<file path="src/rtl/cla2_pkg.sv">
package cla2_pkg;
   // Largest span one lookahead level may flatten; bounds the SOP size.
   localparam int CLA2_MAX_SPAN = 16;
endpackage

</file>
<file path="src/rtl/cla2_bit_pg.sv">
module cla2_bit_pg #(
   parameter int W = 4
) (
   input  logic [W-1:0] a,
   input  logic [W-1:0] b,
   output logic [W-1:0] gen,
   output logic [W-1:0] prop
);
   generate
      if (W < 1) begin : g_bad_w
         $error("cla2_bit_pg: W must be at least 1");
      end
   endgenerate

   for (genvar i = 0; i < W; i++) begin : g_bit
      assign gen[i]  = a[i] & b[i];
      assign prop[i] = a[i] ^ b[i];
   end
endmodule

</file>
<file path="src/rtl/cla2_lookahead.sv">
module cla2_lookahead #(
   parameter int N = 4
) (
   input  logic [N-1:0] gen,
   input  logic [N-1:0] prop,
   input  logic         c0,
   output logic [N:0]   c,
   output logic         blk_p,
   output logic         blk_g
);
   import cla2_pkg::*;

   generate
      if (N < 1 || N > CLA2_MAX_SPAN) begin : g_bad_n
         $error("cla2_lookahead: N out of range");
      end
   endgenerate

   // Carry into position pos, as one flat OR of AND terms:
   // G[j] P[j+1]..P[pos-1] for every j below pos, plus P[0]..P[pos-1] c0.
   function automatic logic carry_at(input logic [N-1:0] gv,
                                     input logic [N-1:0] pv,
                                     input logic         cv,
                                     input int           pos);
      logic acc;
      logic prod;
      acc = 1'b0;
      for (int j = 0; j < N; j++) begin
         if (j < pos) begin
            prod = gv[j];
            for (int k = 0; k < N; k++) begin
               if (k > j && k < pos) prod = prod & pv[k];
            end
            acc = acc | prod;
         end
      end
      prod = cv;
      for (int k = 0; k < N; k++) begin
         if (k < pos) prod = prod & pv[k];
      end
      return acc | prod;
   endfunction

   assign c[0] = c0;
   for (genvar i = 1; i <= N; i++) begin : g_carry
      assign c[i] = carry_at(gen, prop, c0, i);
   end

   assign blk_p = &prop;
   assign blk_g = carry_at(gen, prop, 1'b0, N);

   always_comb begin
      assert_blk_gen_R6: assert (!blk_g || c[N])
         else $error("block generate without carry-out");
      assert_blk_prop_R5: assert (!blk_p || (c[N] == c0))
         else $error("block propagate but carry-out differs from carry-in");
   end
endmodule

</file>
<file path="src/rtl/cla2_group.sv">
module cla2_group #(
   parameter int GW = 4
) (
   input  logic [GW-1:0] a,
   input  logic [GW-1:0] b,
   input  logic          cin,
   output logic [GW-1:0] sum,
   output logic          grp_p,
   output logic          grp_g,
   output logic          c_msb,
   output logic          c_out
);
   logic [GW-1:0] gen;
   logic [GW-1:0] prop;
   logic [GW:0]   carry;

   cla2_bit_pg #(.W(GW)) u_pg (
      .a   (a),
      .b   (b),
      .gen (gen),
      .prop(prop)
   );

   cla2_lookahead #(.N(GW)) u_l1 (
      .gen  (gen),
      .prop (prop),
      .c0   (cin),
      .c    (carry),
      .blk_p(grp_p),
      .blk_g(grp_g)
   );

   assign sum   = prop ^ carry[GW-1:0];
   assign c_msb = carry[GW-1];
   assign c_out = carry[GW];
endmodule

</file>
<file path="src/rtl/cla2_adder.sv">
module cla2_adder #(
   parameter int WIDTH   = 16,
   parameter int GROUP_W = 4
) (
   input  logic [WIDTH-1:0] a,
   input  logic [WIDTH-1:0] b,
   input  logic             cin,
   output logic [WIDTH-1:0] sum,
   output logic             cout,
   output logic             ovf
);
   import cla2_pkg::*;

   localparam int NGROUPS = WIDTH / GROUP_W;

   generate
      if (GROUP_W < 1 || GROUP_W > CLA2_MAX_SPAN) begin : g_bad_gw
         $error("cla2_adder: GROUP_W out of range");
      end
      if (WIDTH % GROUP_W != 0) begin : g_bad_split
         $error("cla2_adder: WIDTH must be a multiple of GROUP_W");
      end
      if (NGROUPS < 1 || NGROUPS > CLA2_MAX_SPAN) begin : g_bad_ng
         $error("cla2_adder: group count out of range");
      end
   endgenerate

   logic [NGROUPS-1:0] grp_p;
   logic [NGROUPS-1:0] grp_g;
   logic [NGROUPS-1:0] grp_cmsb;
   logic [NGROUPS-1:0] grp_cout;
   logic [NGROUPS:0]   gcarry;

   for (genvar k = 0; k < NGROUPS; k++) begin : g_grp
      localparam int LO = k * GROUP_W;
      localparam int HI = LO + GROUP_W - 1;

      cla2_group #(.GW(GROUP_W)) u_grp (
         .a    (a[HI:LO]),
         .b    (b[HI:LO]),
         .cin  (gcarry[k]),
         .sum  (sum[HI:LO]),
         .grp_p(grp_p[k]),
         .grp_g(grp_g[k]),
         .c_msb(grp_cmsb[k]),
         .c_out(grp_cout[k])
      );

      always_comb begin
         // Local flattened carry-out agrees with the second-level carry.
         assert_grp_carry_R4: assert (grp_cout[k] == gcarry[k+1])
            else $error("group %0d carry-out disagrees with lookahead", k);
         assert_msb_step_R4: assert (!(grp_cmsb[k] && (a[HI] | b[HI])) || grp_cout[k])
            else $error("group %0d msb carry lost", k);
      end
   end

   generate
      if (NGROUPS > 1) begin : g_two_level
         logic top_p;
         logic top_g;
         cla2_lookahead #(.N(NGROUPS)) u_l2 (
            .gen  (grp_g),
            .prop (grp_p),
            .c0   (cin),
            .c    (gcarry),
            .blk_p(top_p),
            .blk_g(top_g)
         );
         always_comb begin
            assert_top_gen_R6: assert (!top_g || cout)
               else $error("word generate without carry-out");
            assert_top_prop_R5: assert (!top_p || (cout == cin))
               else $error("word propagate but carry-out differs from carry-in");
         end
      end else begin : g_one_level
         assign gcarry[0] = cin;
         assign gcarry[1] = grp_g[0] | (grp_p[0] & cin);
      end
   endgenerate

   assign cout = gcarry[NGROUPS];
   assign ovf  = grp_cmsb[NGROUPS-1] ^ cout;

   always_comb begin
      assert_ovf_sign_R3: assert (ovf == ((a[WIDTH-1] == b[WIDTH-1]) && (sum[WIDTH-1] != a[WIDTH-1])))
         else $error("overflow flag disagrees with operand and result signs");
   end
endmodule

</file>
<file path="config.mk">
export PLATFORM = sky130hd
export DESIGN_NAME = cla2_adder
export DESIGN_NICKNAME = d
export VERILOG_FILES = /design/src/rtl/cla2_pkg.sv /design/src/rtl/cla2_bit_pg.sv /design/src/rtl/cla2_lookahead.sv /design/src/rtl/cla2_group.sv /design/src/rtl/cla2_adder.sv
export SDC_FILE = /design/constraint.sdc
export NUM_CORES = 1
export LEC_CHECK = 0
export BUFFER_PORTS_ARGS = -buffer_cell sky130_fd_sc_hd__buf_2
export CORE_MARGIN = 2
export CORE_UTILIZATION = 40
export DETAILED_ROUTE_END_ITERATION = 8
export PLACE_DENSITY = 0.78
export SETUP_SLACK_MARGIN = 0.1
export SYNTH_ARGS = -nofsm -noshare
export SYNTH_HDL_FRONTEND = slang
export SYNTH_HIERARCHICAL = 1
export SYNTH_SLANG_ARGS = --single-unit
</file>
<file path="constraint.sdc">
create_clock -name vclk -period 3.05
set_clock_uncertainty 0.2 [all_clocks]
set_input_delay 0.305 -clock vclk [all_inputs]
set_output_delay 0.305 -clock vclk [all_outputs]
set_load 0.1 [all_outputs]
</file>
==> out/summary.json <==
{
  "status": {
    "outcome": "completed"
  },
  "global_routing": {
    "gr_ovfl_total": 0,
    "vias_in_the_first_global_route": 826,
    "antenna_found_initial": 0,
    "global_route_wire_length_before_repair_um": 3120,
    "largest_net_degree_at_the_start_of_global_routing": 5,
    "globalRouteTotalUtil": 0.208
  },
  "timing": {
    "timing.slew.headroom": 0.672,
    "finalCriticalPeriod_ns": 2.94,
    "grt_setup_unrepaired": "yes",
    "hold_viol": 0,
    "setup_total_negative_slack_ns": 0,
    "final_min_period_over_clock_period": 0.963,
    "worst-slew-pin-transition_ns": 0.495,
    "setup-violations-final": 0,
    "slew_violations": 0,
    "timing.hold.ws_ns": 0.889,
    "fmaxAchievable_mhz": 340
  },
  "placement": {
    "placement.cell_area_mm2": 0.00124,
    "io_buf_count": 51,
    "gp_routability_congestion": 0.752,
    "dp_hpwl_um": 1750
  },
  "flow_run": {
    "maxCapViolations": 0
  },
  "cells_and_area": {
    "finalNetCount": 192,
    "ff_latch_area_um2": 0,
    "post-route-util": 0.885,
    "final.fill_count": 77,
    "areaGrowthSynthToFinish_pct": 106,
    "num_antenna_cells": 0,
    "final_design_area_no_fill_mm2": 0.00133,
    "flops_and_latches": 0,
    "layout-drive-gt1-share": 0.688,
    "clock_buffer_count": 0
  },
  "worst_hold_path": {
    "min-delay-path-class": "in -> out"
  },
  "die": {
    "chipHeight_um": 44.3,
    "start_util": 0.430,
    "std_cell_rows": 14,
    "ioPinCount": 51,
    "floorplan.die.width_um": 44.3,
    "die_area_mm2": 0.00196,
    "core_region_area_mm2": 0.00151
  },
  "power": {
    "max-vdd-ir-drop_v": 0.000493,
    "clock_share_of_power": 0,
    "power_per_cell_area_mw_per_mm2": 574,
    "power_report.internal_total_mw": 0.231,
    "pwr-share-seq": 0,
    "power_leakage_nw": 0.694,
    "power.switching_fraction": 0.698,
    "total_power_mw": 0.766,
    "comb_power_share": 1.000,
    "switching_power_mw": 0.534
  },
  "routing": {
    "antenna_violating_nets_post_route": 0,
    "detailedRoute.firstIterationViolations": 10,
    "detailedRoute.firstPassIterationCount": 4,
    "wirelength_um": 2280,
    "avgViaCountPerCell": 5.34,
    "route.detailed.wl_per_inst_um": 14.5,
    "via_count": 839,
    "post-route-drc-count": 0
  },
  "logic_synthesis": {
    "synthesis.yosys.warnings": 6,
    "synth_area_um2": 648,
    "synth_cells": 81,
    "syn_area_per_cell_um2": 8.00,
    "mapped_nets": 130
  },
  "critical_path": {
    "cpPeakStageDelay_ns": 0.36,
    "timing.critical_path.slowest_stage_cell": "sky130_fd_sc_hd__ha_1",
    "cp_max_fo": 4,
    "critical_path_required_ns": 2.54,
    "worst_ep_arrival_time_ns": 2.43,
    "worstPathCellList": "buf_2 > ha_1 > a21oi_1 > o21ai_1 > a21oi_2 > inv_2 > a21o_1 > a21o_1 > a21oi_2 > inv_2 > a21o_4 > xor2_4 > buf_12",
    "start_kind": "input port",
    "critPathBufInv": 4,
    "crit_family": "compound AO/OA/AOI/OAI gates",
    "kind_of_end_point_of_the_critical_path": "output port",
    "worstSetupPathType": "in -> out"
  }
}
## tightest hold or removal path: stages
cell                     delay (ns)
sky130_fd_sc_hd__buf_2         0.12
sky130_fd_sc_hd__xor2_1        0.07
sky130_fd_sc_hd__buf_2         0.29
## path summary, 6_finish.rpt
path	slack, ns	cells past startpoint	start	to
worst min-delay path	0.89	3	cin	sum[0]
worst max-delay path	0.11	13	a[7]	ovf
## stage by stage
step           instances  worst slack [ns]
2_1_floorplan         81          -0.00381
3_3_place_gp         148            0.0871
3_5_place_dp         148            0.0212
4_1_cts              156            0.0919
5_1_grt              157            0.0222
6_report             157             0.112
## final cells by class
| type | instances | area (um2) | share of cell area |
|---|---|---|---|
| Multi-Input combinational cell | 71 | 811 | 0.608 |
| Timing Repair Buffer | 65 | 484 | 0.363 |
| Tap cell | 16 | 20.0 | 0.0150 |
| Inverter | 5 | 18.8 | 0.0141 |
## placed cells by master, fill, tap and decap left out
cell type	count
sky130_fd_sc_hd__o21ai_2	1
sky130_fd_sc_hd__xor2_4	4
sky130_fd_sc_hd__buf_12	7
sky130_fd_sc_hd__buf_2	41
sky130_fd_sc_hd__nand2_1	5
sky130_fd_sc_hd__buf_4	14
sky130_fd_sc_hd__o21ai_1	4
sky130_fd_sc_hd__ha_4	4
sky130_fd_sc_hd__a21o_4	1
sky130_fd_sc_hd__xor2_1	3
sky130_fd_sc_hd__inv_2	5
sky130_fd_sc_hd__ha_1	12
sky130_fd_sc_hd__xor2_2	10
sky130_fd_sc_hd__a21o_1	9
sky130_fd_sc_hd__buf_6	3
sky130_fd_sc_hd__a21oi_1	7
sky130_fd_sc_hd__and4_1	4
sky130_fd_sc_hd__a21oi_2	7
## power by group through the flow
stage	logic [mW]	registers, mW	clock network, mW
final	0.766	0	0
after global routing	0.790	0	0
after CTS	0.759	0	0
after detailed placement	0.740	0	0
after global placement	0.729	0	0
after floorplan	0.563	0	0
## what timing repair did
action                                  in CTS  in global routing
cloned                                       0                  0
gates resized for setup                      2                  2
endpoints found under the setup margin       3                  4
hold buffers                                 0                  0
setup buffers                                8                  1
pin swaps                                   10                 14
## metal layers
metal | GRT usage | vias up | share of wire | wire length (um)
met5 | 0 | - | 0 | 0
met4 | 0.0606 | 0 | 0.028 | 64
met3 | 0.0327 | 8 | 0.065 | 147
met2 | 0.438 | 39 | 0.58 | 1330
met1 | 0.198 | 392 | 0.32 | 732
li1 | - | 400 | - | -
No activity file was read; power rests on OpenSTA's default activity.
